`src/rtl/eag_pkg.sv`:
```
package eag_pkg;

    typedef enum logic [3:0] {
        AM_IMM    = 4'd0,
        AM_REG    = 4'd1,
        AM_DIR    = 4'd2,
        AM_RIND   = 4'd3,
        AM_IDX    = 4'd4,
        AM_DISP   = 4'd5,
        AM_AINC   = 4'd6,
        AM_ADEC   = 4'd7,
        AM_SCALED = 4'd8
    } am_e;

    // control word steering the shared adder and the writeback path
    typedef struct packed {
        logic legal;
        logic take_field;
        logic take_base;
        logic take_index;
        logic scale_index;
        logic sub_elem;
        logic touch_mem;
        logic upd_base;
        logic upd_down;
    } ctl_t;

    function automatic logic [3:0] elem_bytes(input logic [1:0] code);
        return 4'd1 << code;
    endfunction

endpackage

```
`src/rtl/eag_mode_decode.sv`:
```
module eag_mode_decode
    import eag_pkg::*;
(
    input  logic [3:0] mode,
    input  logic       is_dst,
    output ctl_t       ctl
);
    always_comb begin
        ctl = '0;
        case (mode)
            AM_IMM: begin
                if (!is_dst) begin
                    ctl.legal      = 1'b1;
                    ctl.take_field = 1'b1;
                end
            end
            AM_REG: begin
                ctl.legal     = 1'b1;
                ctl.take_base = 1'b1;
            end
            AM_DIR: begin
                ctl.legal      = 1'b1;
                ctl.take_field = 1'b1;
                ctl.touch_mem  = 1'b1;
            end
            AM_RIND: begin
                ctl.legal     = 1'b1;
                ctl.take_base = 1'b1;
                ctl.touch_mem = 1'b1;
            end
            AM_IDX: begin
                ctl.legal      = 1'b1;
                ctl.take_base  = 1'b1;
                ctl.take_index = 1'b1;
                ctl.touch_mem  = 1'b1;
            end
            AM_DISP: begin
                ctl.legal      = 1'b1;
                ctl.take_field = 1'b1;
                ctl.take_base  = 1'b1;
                ctl.touch_mem  = 1'b1;
            end
            AM_AINC: begin
                ctl.legal     = 1'b1;
                ctl.take_base = 1'b1;
                ctl.touch_mem = 1'b1;
                ctl.upd_base  = 1'b1;
            end
            AM_ADEC: begin
                ctl.legal     = 1'b1;
                ctl.take_base = 1'b1;
                ctl.sub_elem  = 1'b1;
                ctl.touch_mem = 1'b1;
                ctl.upd_base  = 1'b1;
                ctl.upd_down  = 1'b1;
            end
            AM_SCALED: begin
                ctl.legal       = 1'b1;
                ctl.take_field  = 1'b1;
                ctl.take_base   = 1'b1;
                ctl.take_index  = 1'b1;
                ctl.scale_index = 1'b1;
                ctl.touch_mem   = 1'b1;
            end
            default: ctl = '0;
        endcase
    end
endmodule

```
`src/rtl/eag_addr_calc.sv`:
```
module eag_addr_calc
    import eag_pkg::*;
#(
    parameter int AW = 24
) (
    input  ctl_t          ctl,
    input  logic [AW-1:0] field,
    input  logic [AW-1:0] base,
    input  logic [AW-1:0] index,
    input  logic [1:0]    size,
    output logic [AW-1:0] addr,
    output logic [AW-1:0] wb_sum
);
    logic [AW-1:0] elem;
    logic [AW-1:0] t_field;
    logic [AW-1:0] t_base;
    logic [AW-1:0] t_index;
    logic [AW-1:0] t_step;

    always_comb begin
        elem    = AW'(elem_bytes(size));
        t_field = ctl.take_field ? field : '0;
        t_base  = ctl.take_base  ? base  : '0;
        if (!ctl.take_index)
            t_index = '0;
        else if (ctl.scale_index)
            t_index = index << size;
        else
            t_index = index;
        t_step  = ctl.sub_elem ? (~elem + AW'(1)) : '0;
        addr    = t_field + t_base + t_index + t_step;
        wb_sum  = ctl.upd_down ? (base - elem) : (base + elem);
    end
endmodule

```
`src/rtl/eag_out_stage.sv`:
```
module eag_out_stage
    import eag_pkg::*;
#(
    parameter int AW = 24,
    parameter int RW = 4
) (
    input  logic          clk,
    input  logic          rst,
    input  logic          in_valid,
    input  ctl_t          ctl,
    input  logic [AW-1:0] addr,
    input  logic [AW-1:0] wb_sum,
    input  logic [RW-1:0] base_idx,
    output logic          res_valid,
    output logic [AW-1:0] res_value,
    output logic          res_mem,
    output logic          res_illegal,
    output logic          wb_valid,
    output logic [RW-1:0] wb_reg,
    output logic [AW-1:0] wb_data
);
    always_ff @(posedge clk) begin
        if (rst) begin
            res_valid   <= 1'b0;
            res_value   <= '0;
            res_mem     <= 1'b0;
            res_illegal <= 1'b0;
            wb_valid    <= 1'b0;
            wb_reg      <= '0;
            wb_data     <= '0;
        end else begin
            res_valid   <= in_valid;
            res_mem     <= in_valid & ctl.touch_mem;
            res_illegal <= in_valid & ~ctl.legal;
            wb_valid    <= in_valid & ctl.upd_base;
            if (in_valid) begin
                res_value <= addr;
                wb_reg    <= base_idx;
                wb_data   <= wb_sum;
            end
        end
    end
endmodule

```
`src/rtl/eag_unit.sv`:
```
module eag_unit
    import eag_pkg::*;
#(
    parameter int AW   = 24,
    parameter int NREG = 16,
    localparam int RW  = $clog2(NREG)
) (
    input  logic          clk,
    input  logic          rst,
    input  logic          req_valid,
    input  logic [3:0]    req_mode,
    input  logic          req_is_dst,
    input  logic [RW-1:0] req_base,
    input  logic [RW-1:0] req_index,
    input  logic [AW-1:0] req_field,
    input  logic [1:0]    req_size,
    output logic [RW-1:0] rf_base_idx,
    output logic [RW-1:0] rf_index_idx,
    input  logic [AW-1:0] rf_base_data,
    input  logic [AW-1:0] rf_index_data,
    output logic          res_valid,
    output logic [AW-1:0] res_value,
    output logic          res_mem,
    output logic          res_illegal,
    output logic          wb_valid,
    output logic [RW-1:0] wb_reg,
    output logic [AW-1:0] wb_data
);
    ctl_t          ctl;
    logic [AW-1:0] addr;
    logic [AW-1:0] wb_sum;

    assign rf_base_idx  = req_base;
    assign rf_index_idx = req_index;

    eag_mode_decode u_dec (
        .mode   (req_mode),
        .is_dst (req_is_dst),
        .ctl    (ctl)
    );

    eag_addr_calc #(.AW(AW)) u_calc (
        .ctl    (ctl),
        .field  (req_field),
        .base   (rf_base_data),
        .index  (rf_index_data),
        .size   (req_size),
        .addr   (addr),
        .wb_sum (wb_sum)
    );

    eag_out_stage #(.AW(AW), .RW(RW)) u_out (
        .clk         (clk),
        .rst         (rst),
        .in_valid    (req_valid),
        .ctl         (ctl),
        .addr        (addr),
        .wb_sum      (wb_sum),
        .base_idx    (req_base),
        .res_valid   (res_valid),
        .res_value   (res_value),
        .res_mem     (res_mem),
        .res_illegal (res_illegal),
        .wb_valid    (wb_valid),
        .wb_reg      (wb_reg),
        .wb_data     (wb_data)
    );
endmodule

```
`config.mk`:
```
export PLATFORM = sky130hd
export DESIGN_NAME = eag_unit
export DESIGN_NICKNAME = d
export VERILOG_FILES = /design/src/rtl/eag_pkg.sv /design/src/rtl/eag_mode_decode.sv /design/src/rtl/eag_addr_calc.sv /design/src/rtl/eag_out_stage.sv /design/src/rtl/eag_unit.sv
export SDC_FILE = /design/constraint.sdc
export NUM_CORES = 1
export LEC_CHECK = 0
export ABC_AREA = 0
export BUFFER_PORTS_ARGS = -buffer_cell sky130_fd_sc_hd__buf_2
export CORE_ASPECT_RATIO = 1.75
export CORE_UTILIZATION = 51
export CTS_CLUSTER_DIAMETER = 40
export DETAILED_ROUTE_END_ITERATION = 8
export PLACE_DENSITY = 0.91
export SETUP_SLACK_MARGIN = 0.2
export SYNTH_ARGS = -nofsm -noshare
export SYNTH_HDL_FRONTEND = slang
export SYNTH_SLANG_ARGS = --single-unit
```
`constraint.sdc`:
```
create_clock -name clk -period 6.3 [get_ports clk]
set_input_delay 1.26 -clock clk [delete_from_list [all_inputs] [get_ports clk]]
set_output_delay 1.26 -clock clk [all_outputs]
set_load 0.05 [all_outputs]
```
After elaboration in Yosys (flattened, before gate mapping)
Index checks and enable logic that the tools add are counted.
- latch bits: 0
- memories: 0
- RAM bits: 0
- output and inout port bits: 64
- word-level logic and storage cells: 50
- memory bits (read-only): 0
- register bits after elaboration: 56
- magnitude comparators: 0
- eq/ne operators: 8
- multiply operators: 0
- div/mod/pow operators: 0
- shift-type cells: 2
- add/sub/neg operators: 6
- reductions and logical operators: 7
- muxes and demuxes: 15
- bitwise operators: 5
- operators with widths (cell ; count):
    24-bit 2-to-1 mux ; 6
    24-bit adder ; 3
    24-bit by 1-bit adder with 24-bit output (second input constant) ; 1
    24-bit by 4-bit adder with 24-bit output ; 1
    4-bit NOT with 24-bit output ; 1
    24-bit by 2-bit left shift with 24-bit output ; 1
    24-bit by 4-bit subtractor with 24-bit output ; 1
    4-bit by 3-bit equality test with 1-bit output (second input constant) ; 4
    7-bit OR reduction ; 2
    4-bit by 2-bit equality test with 1-bit output (second input constant) ; 2
    8-bit OR reduction ; 1
    1-bit 2-to-1 mux ; 6
    4-bit by 1-bit equality test with 1-bit output (second input constant) ; 1
    4-bit equality test (second input constant) ; 1
    4-bit logical NOT ; 1
    1-bit one-hot mux with 2 select lines ; 2
    2-bit OR reduction ; 2
    1-bit by 2-bit left shift with 4-bit output (first input constant) ; 1
    1-bit bitwise AND ; 3
    3-bit OR reduction ; 1
    2-bit 2-to-1 mux ; 1
    1-bit NOT ; 1

Logic depth before layout (Yosys ltp)
Gate-level depths: netlist (run 1).
- depth after elaboration: 7
- mapped depth: 20
- gate-level depth less buffers: 19

By module
Synthesis (run 1) repeated with hierarchy kept, for this count alone.
- cells, all modules: 863
- area, all modules: 7063.0 sq um
- by module, submodules not included (module ; cells an instance ; area an instance (sq um) ; instances ; seq. area each (sq um)):
    eag_addr_calc ; 659 ; 4885.9 ; 1 ; 0.0
    eag_out_stage ; 176 ; 1973.1 ; 1 ; 1121.1
    eag_mode_decode ; 20 ; 143.9 ; 1 ; 0.0
    eag_unit ; 8 ; 60.1 ; 1 ; 0.0

Least setup slack after synthesis (run 1)
OpenSTA, ideal clock, no wires.
- kind: input port to flip-flop
- start point: input req_size[0]
- end point: register u_out.res_value[13]
- setup time: 117 ps
- stages on the path: 18
- arrival time: 6197 ps
- path slack: -14 ps
- data required time: 6183 ps
- buffers on the path: 3
- path through: buf_1 clkbuf_1 nand2_1 ha_1 a21oi_1 fa_1 inv_1 fa_1 inv_1 ha_1 clkbuf_1 o211ai_1 a21oi_1 o211ai_1 a21boi_0 o21a_1 or3_1 a32o_1
- word-level cells in the longest chain between the ends: 5
- elaborated cells between the ends (all ways): 9
- classes of those cells: 3 x add/sub; 2 x shift; 3 x mux; 1 x bitwise
- RTL lines (what ; RTL line ; source):
    start: declaration ; eag_unit.sv:16 ; input logic [1:0] req_size,
    24-bit by 2-bit left shift with 24-bit output or 1-bit by 2-bit left shift with 4-bit output (tied branches) ; eag_addr_calc.sv:27, eag_pkg.sv:29 ;
    24-bit 2-to-1 mux or 4-bit NOT with 24-bit output (tied branches) ; eag_addr_calc.sv:26, eag_addr_calc.sv:30 ;
    24-bit 2-to-1 mux or 24-bit by 1-bit adder with 24-bit output (tied branches) ; eag_addr_calc.sv:24, eag_addr_calc.sv:30 ;
    24-bit adder or 24-bit 2-to-1 mux (tied branches) ; eag_addr_calc.sv:31, eag_addr_calc.sv:30 ;
    24-bit adder (*) ; eag_addr_calc.sv:31 ; addr = t_field + t_base + t_index + t_step;
    end signal: assignment ; eag_out_stage.sv:37 ; res_value <= addr;
    end: declaration ; eag_out_stage.sv:15 ; output logic [AW-1:0] res_value,
Every way passes the cells marked *; elsewhere a longest branch is shown, timed or not.
A chain may end at the register's enable or synchronous reset.

Final worst setup path (run 1)
- start point: input req_size[0]
- end point: register u_out.res_value[15]
Same word-level chain as after synthesis.

==> out/qor.tcl, run 1 <==
set qor(via_count_of_the_first_global_routing_pass) 6657
set qor(number_of_design_rule_violations_left_after_detail_routing) 0
set qor(overflow) 0
set qor(synth_ff_type) {sky130_fd_sc_hd__dfxtp_1}
set qor(area_contributors_post_synth) {sky130_fd_sc_hd__dfxtp_1, sky130_fd_sc_hd__fa_1, sky130_fd_sc_hd__ha_1}
set qor(f_max_mhz) 170
set qor(r2r_setup_slack_ns) 5.21
set qor(synth-warning-count) 0
set qor(setup.worst_path.class) {input pin to register}
set qor(synth-edff-count) 0
set qor(post_drt_via_cell_ratio) 5.92
set qor(min_delay_worst_endpoint) {u_out.res_value[16]}
set qor(cts.clk_slew.worst_paths_ns) 0.07
set qor(timing.critical_path.to_type) {register}
set qor(hpwl_um) 16000
set qor(power.density_cell_area_mw_per_mm2) 178
set qor(nets) 1177
set qor(critical_path.startpoint_type) {input pin}
set qor(cts_num_sinks) 56
set qor(gp_routability_congestion) 0.917
set qor(ctsHoldBuffers) 0
set qor(power.total_w) 0.00140
set qor(path_max_fanout) 10
set qor(synth_largest_type_area_fraction) 0.165
set qor(run_status) {finished, final reports clean}
set qor(leakagePower_nw) 3.89
set qor(grt_start_max_net_pins) 42
set qor(max-vdd-ir-drop_uv) 154
set qor(num-fill-cells) 1178
set qor(placement_rows) 55
set qor(synthDominantAreaCellType) {sky130_fd_sc_hd__dfxtp_1}
set qor(dieArea_mm2) 0.0138
set qor(layout-drive-gt1-share) 0.197
set qor(postCtsSetupBuffers) 0
set qor(ios) 154
set qor(cts-root-buf) {sky130_fd_sc_hd__clkbuf_16}
set qor(tightest_pin_transition_ns) 0.706
set qor(timing.final.setup_violations) 0
set qor(detail_route.wl_per_cell_um) 17.2
set qor(post-route-util) 0.602
set qor(worst_ep_required_time_ns) 6.54
set qor(power.sequential.fraction) 0.295
set qor(grt_total_usage) 0.298
set qor(min_path_type) {register to register}
set qor(yosys_register_bits) 56
set qor(worst_ep_arrival_time_ns) 6.11
set qor(layout.cells.most_common_list) {sky130_fd_sc_hd__buf_2, sky130_fd_sc_hd__inv_1, sky130_fd_sc_hd__nand2_1, sky130_fd_sc_hd__a21oi_1, sky130_fd_sc_hd__nor2_1}
set qor(p_sw_w) 0.000612
set qor(route.final.wire_length_um) 20000
set qor(most_common_cell_after_layout_fill_and_taps_aside) {sky130_fd_sc_hd__buf_2}
set qor(clock_skew_ns) 0
set qor(starting_density_of_the_core) 0.523
set qor(timing.final.crit_share) 0.931
set qor(rsz0062_at_grt) {no}
set qor(drt_pre_antenna_iters) 5
set qor(grt_first_pass_wirelength_um) 31700
set qor(i_o_buffers) 145
set qor(synthesis.area_per_instance_um2) 7.83
set qor(die_width_um) 89.3
set qor(detail_route.iter0.violations) 592
set qor(worst_slew_slack_as_a_fraction_of_its_limit) 0.530
set qor(switching_share) 0.439
set qor(final-hold-violation-count) 0
set qor(post_layout_minimum_cycle_time_ns) 5.87
set qor(layout-area-overhead-vs-synth_pct) 15.0
set qor(cts-resized-gates) 0
set qor(postRouteAntennaNets) 0
set qor(netlist_instances) 869
set qor(number_of_buffers_between_clock_root_and_the_deepest_sink) 2
set qor(synth_sequential_area_ratio) 0.165
set qor(die_h_um) 155
set qor(drv_slew) 0
set qor(critical_path.reg2reg.startpoint) {u_out.res_value[15]}
set qor(worst_r2r_end) {u_out.res_value[15]}
set qor(hold_ws_ns) 0.454
set qor(tritoncts) {yes}
set qor(fin_setup_tns_ns) 0
set qor(cts.htree.levels) 2
set qor(clk_lat_worst_skew_ns) 0.30
set qor(num_cts_buffers) 5
set qor(post_synth_num_cell_types) 66
set qor(power.share.combinational) 0.487
set qor(synth_nets) 1054
set qor(maxCapViolCount) 0
set qor(fp.coreArea_mm2) 0.0130
set qor(combined_area_of_all_synthesized_cells_mm2) 0.00681
set qor(ys_async_sr_fraction) 0
set qor(power.internal_w) 0.000784
set qor(whs_path_depth) 2
set qor(worst_hold_startpoint) {u_out.res_value[16]}
set qor(grt_antenna_before_repair) 2
set qor(pwr-share-clk) 0.217
set qor(ff2ff_path_depth) 3
set qor(vias) 6899
[cells in the mapped netlist (all sizes together), types with 2 or more instances]
cell type,number
nor4b,2
inv,110
a22o,2
nand3,23
a21oi,73
xnor2,12
nor3,21
nand3b,4
mux2i,14
o311ai,7
a221o,3
a21o,17
a2111oi,2
and2,27
a31oi,7
clkbuf,30
mux4,18
nand4,5
o21a,15
nor3b,3
o211ai,9
o211a,2
a311o,3
o21ai,42
nor2b,7
xor2,9
a21boi,4
and3,9
or4,2
o21bai,3
buf,16
nand4b,2
fa,47
nor2,64
nand2b,5
o221ai,2
ha,48
or3,5
dfxtp,56
a211o,2
nand2,110
a32oi,2
a211oi,9
[area by class of cell]
cell class                 instances  area, µm²  share of cell area
tap                              171        214              0.0273
multi-input combinational        657       5070               0.648
inverter                         110        413              0.0527
antenna                            2       5.00            0.000639
sequential                        56       1120               0.143
timing repair buffer             162        853               0.109
clock inverter                     1       7.51            0.000959
clock buffer                       7        143              0.0182
[power by group through the flow]
stage                     combinational (W)  sequential [W]  clock (W)
after global placement             0.000658        0.000420          0
after floorplan                    0.000371        0.000543          0
after CTS                          0.000673        0.000412   0.000307
after global routing               0.000740        0.000415   0.000320
final                              0.000680        0.000412   0.000303
after detailed placement           0.000667        0.000419          0
[layer usage]
layer  part of all wire  global-route usage
met4              0.063               0.190
met5                  0                   0
met1               0.37               0.360
met3              0.067              0.0283
met2               0.50               0.495
[critical path, stage by stage]
cell and delay [ns]:
sky130_fd_sc_hd__buf_2 0.17, sky130_fd_sc_hd__nor2_1 0.26, sky130_fd_sc_hd__inv_1 0.13, sky130_fd_sc_hd__ha_1 0.30
sky130_fd_sc_hd__and2_1 0.16, sky130_fd_sc_hd__fa_1 0.54, sky130_fd_sc_hd__inv_1 0.06, sky130_fd_sc_hd__fa_1 0.47
sky130_fd_sc_hd__inv_1 0.07, sky130_fd_sc_hd__ha_1 0.16, sky130_fd_sc_hd__inv_1 0.05, sky130_fd_sc_hd__fa_1 0.38
sky130_fd_sc_hd__nand2b_1 0.18, sky130_fd_sc_hd__a21oi_1 0.38, sky130_fd_sc_hd__o211ai_1 0.25, sky130_fd_sc_hd__a21boi_0 0.36
sky130_fd_sc_hd__o21ai_0 0.18, sky130_fd_sc_hd__a2111oi_0 0.55, sky130_fd_sc_hd__or3_1 0.19
[through the flow]
step | setup WS, ns | area [µm²] | cells
5_1_grt | 0.246 | 7830 | 1166
6_report | 0.433 | 7830 | 1166
3_3_place_gp | 0.523 | 7670 | 1156
2_1_floorplan | 0.425 | 6810 | 869
3_5_place_dp | 0.263 | 7670 | 1156
4_1_cts | 0.549 | 7820 | 1164
[logic make-up (layout without fill, tap and decap cells)]
kind of cell / count (synthesis) / in the layout / share of synthesized area
buf+inv: 156 / 280 / 0.0908
mux: 33 / 33 / 0.0818
compound gates: 215 / 215 / 0.207
other cells: 0 / 2 / 0
xor+xnor: 21 / 21 / 0.0270
flops: 56 / 56 / 0.165
simple gates: 293 / 293 / 0.202
fa+ha+maj: 95 / 95 / 0.226
[worst max path at each step]
stage / start / to / slack, ns / cells after the start
3_5_place_dp: req_mode[1] / u_out.res_value[15] / 0.26 / 18
6_report: req_size[0] / u_out.res_value[15] / 0.43 / 19
4_1_cts: req_mode[1] / u_out.res_value[15] / 0.55 / 18
2_1_floorplan: req_size[0] / u_out.res_value[13] / 0.42 / 18
5_1_grt: req_mode[1] / u_out.res_value[15] / 0.25 / 18
3_3_place_gp: req_mode[1] / u_out.res_value[15] / 0.52 / 18
Power figures use the tool's default switching activity.
==> inputs of run 2 (changes only) <==
--- a/config.mk
+++ b/config.mk
@@ -8,10 +8,11 @@
 export ABC_AREA = 0
 export BUFFER_PORTS_ARGS = -buffer_cell sky130_fd_sc_hd__buf_2
 export CORE_ASPECT_RATIO = 1.75
-export CORE_UTILIZATION = 51
+export CORE_MARGIN = 2
+export CORE_UTILIZATION = 56
 export CTS_CLUSTER_DIAMETER = 40
 export DETAILED_ROUTE_END_ITERATION = 8
-export PLACE_DENSITY = 0.91
+export PLACE_DENSITY = 0.94
 export SETUP_SLACK_MARGIN = 0.2
 export SYNTH_ARGS = -nofsm -noshare
 export SYNTH_HDL_FRONTEND = slang
==> constraint.sdc (replaced) <==
create_clock -name clk -period 6.29 [get_ports clk]
set_input_delay 1.258 -clock clk [delete_from_list [all_inputs] [get_ports clk]]
set_output_delay 1.258 -clock clk [all_outputs]
set_load 0.05 [all_outputs]
==> out/qor.tcl, run 2 (synthesis results as in run 1) <==
set qor(run_status) {finished, final reports clean}
set qor(grt_first_pass_wirelength_um) 33200 ;# +4.5%
set qor(stdcell_count) 1127 ;# -3.3%
set qor(critical_path.startpoint_type) {input pin}
set qor(post_layout_minimum_cycle_time_ns) 5.61
set qor(starting_density_of_the_core) 0.570 ;# +0.0469
set qor(finalInstanceArea_mm2) 0.00777 ;# -0.75%
set qor(leakagePower_nw) 3.87 ;# -0.32%
set qor(timing.final.setup_violations) 0 ;# unchanged
set qor(r2r_setup_slack_ns) 5.26 ;# +0.05 ns
set qor(die_width_um) 87.3 ;# -2.2%
set qor(fin_setup_tns_ns) 0 ;# unchanged
set qor(hpwl_um) 16300 ;# +1.7%
set qor(worst_r2r_end) {u_out.res_value[15]}
set qor(layout.cells.most_common_list) {sky130_fd_sc_hd__buf_2, sky130_fd_sc_hd__inv_1, sky130_fd_sc_hd__nand2_1, sky130_fd_sc_hd__a21oi_1, sky130_fd_sc_hd__nor2_1}
set qor(postRouteAntennaNets) 0 ;# unchanged
set qor(grt_total_usage) 0.322 ;# +0.0234
set qor(die_h_um) 150 ;# -3.2%
set qor(max-vdd-ir-drop_uv) 152 ;# -0.95%
set qor(worst_hold_startpoint) {u_out.res_value[16]}
set qor(worstSetupEndpoint) {u_out.res_value[15]}
set qor(dp.cells) 1117 ;# -3.4%
set qor(worst_slew_slack_as_a_fraction_of_its_limit) 0.526 ;# -0.00402
set qor(postCtsSetupBuffers) 0 ;# unchanged
set qor(placed_area_mm2) 0.00759 ;# -1.0%
set qor(critical_path.reg2reg.startpoint) {u_out.res_value[15]}
set qor(cts-root-buf) {sky130_fd_sc_hd__clkbuf_16}
set qor(number_of_design_rule_violations_left_after_detail_routing) 0 ;# unchanged
set qor(clk_lat_worst_skew_ns) 0.30 ;# about the same
set qor(clock_skew_ns) 0 ;# unchanged
set qor(grt_start_max_net_pins) 43 ;# +2.4%
set qor(drv_slew) 0 ;# unchanged
set qor(drt_pre_antenna_iters) 9 ;# +4
set qor(dieArea_mm2) 0.0131 ;# -5.4%
set qor(ff2ff_path_depth) 3 ;# unchanged
set qor(gp_routability_congestion) 1.03 ;# +12%
set qor(cts.clk_slew.worst_paths_ns) 0.08 ;# about the same
set qor(most_common_cell_after_layout_fill_and_taps_aside) {sky130_fd_sc_hd__buf_2}
set qor(cts.htree.levels) 2 ;# unchanged
set qor(grt_antenna_before_repair) 2 ;# unchanged
set qor(placement_rows) 53 ;# -3.6%
set qor(tritoncts) {yes}
set qor(detail_route.wl_per_cell_um) 18.3 ;# +6.6%
set qor(maxCapViolCount) 0 ;# unchanged
set qor(worst_ep_arrival_time_ns) 5.86 ;# -0.25 ns
set qor(nets) 1172 ;# -0.42%
set qor(tightest_pin_transition_ns) 0.709 ;# +0.00341 ns
set qor(num-fill-cells) 970 ;# -18%
set qor(number_of_buffers_between_clock_root_and_the_deepest_sink) 2 ;# unchanged
set qor(min_path_type) {register to register}
set qor(detail_route.iter0.violations) 671 ;# +13%
set qor(route.final.wire_length_um) 20600 ;# +3.0%
set qor(critPathLaunch) {req_mode[1]}
set qor(fp.coreArea_mm2) 0.0119 ;# -8.2%
set qor(vias) 6992 ;# +1.3%
set qor(rsz0062_at_grt) {no}
set qor(layout-area-overhead-vs-synth_pct) 14.1
set qor(post_drt_via_cell_ratio) 6.20 ;# +4.9%
set qor(path_max_fanout) 22 ;# +12
set qor(i_o_buffers) 145 ;# unchanged
set qor(timing.final.crit_share) 0.892
set qor(ios) 154 ;# unchanged
set qor(hold_ws_ns) 0.457 ;# +0.00276 ns
set qor(setup.worst_path.class) {input pin to register}
set qor(f_max_mhz) 178
set qor(via_count_of_the_first_global_routing_pass) 6947 ;# +4.4%
set qor(power.density_cell_area_mw_per_mm2) 184 ;# +3.3%
set qor(overflow) 0 ;# unchanged
set qor(num_cts_buffers) 5 ;# unchanged
set qor(layout-drive-gt1-share) 0.194 ;# -0.00305
set qor(final-hold-violation-count) 0 ;# unchanged
set qor(worst_ep_required_time_ns) 6.54 ;# about the same
set qor(timing.critical_path.to_type) {register}
set qor(cts_num_sinks) 56 ;# unchanged
==> run 2: metal layers <==
layer / vias to the layer above / global-route usage / wire length (µm)
li1: 3228 / - / -
met1: 3247 / 0.368 / 7270
met2: 402 / 0.548 / 10200
met3: 115 / 0.0364 / 1610
met4: 0 / 0.218 / 1550
met5: - / 0 / 0
==> run 2: how the worst min path moves through the flow <==
stage                          endpoint  slack, ns  cells past startpoint
detailed placement     u_out.wb_data[8]       0.44                      2
CTS                 u_out.res_value[16]       0.46                      2
floorplan           u_out.res_value[16]       0.67                      2
global placement    u_out.res_value[16]       0.44                      2
finish              u_out.res_value[16]       0.46                      2
global route          u_out.wb_data[15]       0.47                      2
==> run 2: where the power goes <==
part / switching [W] / internal (W)
Sequential: 0.0000199 / 0.000391
Combinational: 0.000452 / 0.000233
Clock: 0.000145 / 0.000190
Total: 0.000616 / 0.000814
==> run 2: worst max-delay path, cell delays in order <==
cell and delay, ns:
sky130_fd_sc_hd__buf_2 0.15, sky130_fd_sc_hd__or4b_1 0.61, sky130_fd_sc_hd__buf_4 0.25, sky130_fd_sc_hd__nor3_1 0.16, sky130_fd_sc_hd__a211oi_1 0.08, sky130_fd_sc_hd__nor2_1 0.15, sky130_fd_sc_hd__fa_1 0.43, sky130_fd_sc_hd__inv_1 0.09
sky130_fd_sc_hd__fa_1 0.43, sky130_fd_sc_hd__fa_1 0.47, sky130_fd_sc_hd__nand2b_1 0.19, sky130_fd_sc_hd__a21oi_2 0.29, sky130_fd_sc_hd__o211ai_1 0.27, sky130_fd_sc_hd__a21boi_1 0.32, sky130_fd_sc_hd__o21ai_0 0.16, sky130_fd_sc_hd__a2111oi_0 0.39
sky130_fd_sc_hd__or3_1 0.15
==> run 2: final cells by class <==
class / instances / area, µm² / share of cell area
antenna: 2 / 5.00 / 0.000644
clock buffer: 6 / 129 / 0.0166
clock inverter: 2 / 38.8 / 0.00499
inverter: 110 / 413 / 0.0531
multi-input combinational: 657 / 5070 / 0.653
sequential: 56 / 1120 / 0.144
tap: 137 / 171 / 0.0221
timing repair buffer: 157 / 816 / 0.105
==> run 2: repair_timing <==
item | 4_1_cts | 5_1_grt
endpoints found under the setup margin | 0 | 1
resized for setup | 0 | 2
hold buffers | 0 | 0
hold endpoints to repair | 0 | 0
==> run 2: metrics by stage <==
step           utilization  total power [W]  setup slack (ns)
6_report             0.651          0.00143             0.677
5_1_grt              0.651          0.00151             0.313
4_1_cts              0.650          0.00142             0.545
3_5_place_dp         0.636          0.00109             0.324
3_3_place_gp         0.636          0.00107             0.441
2_1_floorplan            -         0.000915             0.417
==> inputs of run 3 (changes only) <==
--- a/config.mk
+++ b/config.mk
@@ -9,10 +9,10 @@
 export BUFFER_PORTS_ARGS = -buffer_cell sky130_fd_sc_hd__buf_2
 export CORE_ASPECT_RATIO = 1.75
 export CORE_MARGIN = 2
-export CORE_UTILIZATION = 56
+export CORE_UTILIZATION = 35
 export CTS_CLUSTER_DIAMETER = 40
 export DETAILED_ROUTE_END_ITERATION = 8
-export PLACE_DENSITY = 0.94
+export PLACE_DENSITY = 0.68
 export SETUP_SLACK_MARGIN = 0.2
 export SYNTH_ARGS = -nofsm -noshare
 export SYNTH_HDL_FRONTEND = slang
==> out/qor.tcl, run 3 (synthesis results as in run 1) <==
set qor(worst_hold_startpoint) {u_out.wb_data[7]}
set qor(run_status) {finished, final reports clean}
set qor(die_width_um) 109 ;# +25%
set qor(worst_ep_required_time_ns) 6.50 ;# -0.04 ns
set qor(critical_path.startpoint_type) {input pin}
set qor(grt_total_usage) 0.207 ;# -0.114
set qor(grt_antenna_before_repair) 1 ;# -1
set qor(critPathMaxStageDelay_ns) 0.70 ;# +0.09 ns
set qor(dieArea_mm2) 0.0206 ;# +58%
set qor(clock_skew_ns) 0 ;# unchanged
set qor(placed_area_mm2) 0.00778 ;# +2.5%
set qor(post_drt_via_cell_ratio) 5.36 ;# -14%
set qor(worst_r2r_end) {u_out.res_value[15]}
set qor(path_max_fanout) 9 ;# -59%
set qor(switching_share) 0.444 ;# +0.0128
set qor(timing.final.setup_violations) 0 ;# unchanged
set qor(hold_ws_ns) 0.467 ;# +0.0102 ns
set qor(tightest_pin_transition_ns) 0.799 ;# +0.0900 ns
set qor(clk_lat_worst_skew_ns) 0.32 ;# +0.02 ns
set qor(min_delay_worst_endpoint) {u_out.wb_data[7]}
set qor(r2r_setup_slack_ns) 5.21 ;# -0.05 ns
set qor(number_of_design_rule_violations_left_after_detail_routing) 0 ;# unchanged
set qor(cts-root-buf) {sky130_fd_sc_hd__clkbuf_16}
set qor(grt_start_max_net_pins) 43 ;# unchanged
set qor(layout-drive-gt1-share) 0.198 ;# +0.00325
set qor(power.total_w) 0.00139 ;# -3.1%
set qor(ctsHoldBuffers) 0 ;# unchanged
set qor(drv_slew) 0 ;# unchanged
set qor(postCtsSetupBuffers) 0 ;# unchanged
set qor(grt_first_pass_wirelength_um) 33200 ;# about the same
set qor(crit_path_top_delay_cell) {sky130_fd_sc_hd__or4b_1}
set qor(via_count_of_the_first_global_routing_pass) 6546 ;# -5.8%
set qor(worst_ep_arrival_time_ns) 5.82 ;# -0.04 ns
set qor(fp.coreArea_mm2) 0.0191 ;# +60%
set qor(detail_route.wl_per_cell_um) 17.0 ;# -7.0%
set qor(cts.clk_slew.worst_paths_ns) 0.09 ;# about the same
set qor(p_sw_w) 0.000615 ;# -0.21%
set qor(leakagePower_nw) 3.89 ;# +0.49%
set qor(num_cts_buffers) 5 ;# unchanged
set qor(tritoncts) {yes}
set qor(post_layout_minimum_cycle_time_ns) 5.61 ;# -0.000570 ns
set qor(cp_cell_sequence) {buf_2, or4b_1, a22oi_1, nor2_1, fa_1, inv_1, fa_1, inv_1, ha_1, inv_1, fa_1, nand2b_1, a21oi_1, o211ai_1, a21boi_0, o21ai_0, and3_1, or3_1}
set qor(layout-area-overhead-vs-synth_pct) 16.4
set qor(critical_path.reg2reg.startpoint) {u_out.res_value[15]}
set qor(power.internal_w) 0.000771 ;# -5.3%
set qor(timing.final.crit_share) 0.892 ;# about the same
set qor(timing.critical_path.to_type) {register}
set qor(pwr-share-clk) 0.219 ;# -0.015
set qor(ios) 154 ;# unchanged
set qor(worst_slew_slack_as_a_fraction_of_its_limit) 0.467 ;# -0.0582
set qor(power.density_cell_area_mw_per_mm2) 175 ;# -5.0%
set qor(min_path_type) {register to register}
set qor(route.final.wire_length_um) 21000 ;# +1.9%
set qor(placement_rows) 67 ;# +26%
set qor(layout.cells.most_common_list) {sky130_fd_sc_hd__buf_2, sky130_fd_sc_hd__inv_1, sky130_fd_sc_hd__nand2_1, sky130_fd_sc_hd__a21oi_1, sky130_fd_sc_hd__nor2_1}
set qor(ff2ff_path_depth) 3 ;# unchanged
set qor(maxCapViolCount) 0 ;# unchanged
set qor(drt_pre_antenna_iters) 5 ;# -4
set qor(die_h_um) 188 ;# +26%
set qor(nets) 1177 ;# +0.43%
set qor(overflow) 0 ;# unchanged
set qor(hpwl_um) 17100 ;# +4.7%
set qor(number_of_buffers_between_clock_root_and_the_deepest_sink) 2 ;# unchanged
set qor(f_max_mhz) 178 ;# about the same
set qor(cts.htree.levels) 2 ;# unchanged
set qor(power.sequential.fraction) 0.297 ;# +0.010
set qor(cts-resized-gates) 0 ;# unchanged
set qor(starting_density_of_the_core) 0.356 ;# -0.214
set qor(vias) 6611 ;# -5.4%
set qor(cts_num_sinks) 56 ;# unchanged
set qor(most_common_cell_after_layout_fill_and_taps_aside) {sky130_fd_sc_hd__buf_2}
set qor(i_o_buffers) 145 ;# unchanged
set qor(fin_setup_tns_ns) 0 ;# unchanged
set qor(final-hold-violation-count) 0 ;# unchanged
set qor(power.share.combinational) 0.485 ;# +0.007
set qor(setup.worst_path.class) {input pin to register}
set qor(rsz0062_at_grt) {no}
set qor(finalInstanceArea_mm2) 0.00793 ;# +2.0%
set qor(detail_route.iter0.violations) 411 ;# -39%
set qor(gp_routability_congestion) 0.903 ;# -12%
set qor(whs_path_depth) 2 ;# unchanged
set qor(postRouteAntennaNets) 0 ;# unchanged
set qor(max-vdd-ir-drop_uv) 102 ;# -33%
## run 3: power groups by stage
stage,Sequential (W),Clock [W],Combinational (W)
floorplan,0.000544,0,0.000372
detailed placement,0.000420,0,0.000668
global route,0.000416,0.000325,0.000737
global placement,0.000419,0,0.000662
CTS,0.000412,0.000312,0.000673
finish,0.000411,0.000303,0.000672
## run 3: worst max-delay path: cells and delay by family
family          cells  cell delay (ns)
compound gates      5             1.22
buf+inv             4             0.33
fa+ha+maj           4             1.53
simple gates        5             1.48
## run 3: worst max path at each step
stage	start	endpoint	slack, ns	cells after the start
final	req_mode[1]	u_out.res_value[15]	0.68	18
after global routing	req_mode[1]	u_out.res_value[15]	0.32	18
after CTS	req_mode[1]	u_out.res_value[15]	0.70	18
after detailed placement	req_mode[1]	u_out.res_value[15]	0.39	18
after global placement	req_mode[1]	u_out.res_value[15]	0.48	18
after floorplan	req_size[0]	u_out.res_value[13]	0.42	18
## run 3: layout make-up
type / instances / area (µm²)
Multi-Input combinational cell: 657 / 5080
Clock buffer: 5 / 125
Tap cell: 241 / 302
Timing Repair Buffer: 162 / 866
Fill cell: 1981 / 11200
Clock inverter: 2 / 16.3
Inverter: 110 / 413
Sequential cell: 56 / 1120
Antenna cell: 1 / 2.50
## run 3: stage by stage
| step | setup WS (ns) | cells | util |
|---|---|---|---|
| final | 0.677 | 1234 | 0.415 |
| after detailed placement | 0.386 | 1226 | 0.407 |
| after floorplan | 0.417 | 869 | - |
| after global routing | 0.320 | 1234 | 0.415 |
| after CTS | 0.698 | 1233 | 0.415 |
| after global placement | 0.475 | 1226 | 0.407 |
## run 3: per-layer routing
metal / vias up / global-route usage / routed length, µm
li1: 3228 / - / -
met1: 3112 / 0.246 / 8360
met2: 237 / 0.366 / 10900
met3: 34 / 0.0256 / 1030
met4: 0 / 0.0896 / 751
met5: - / 0 / 0
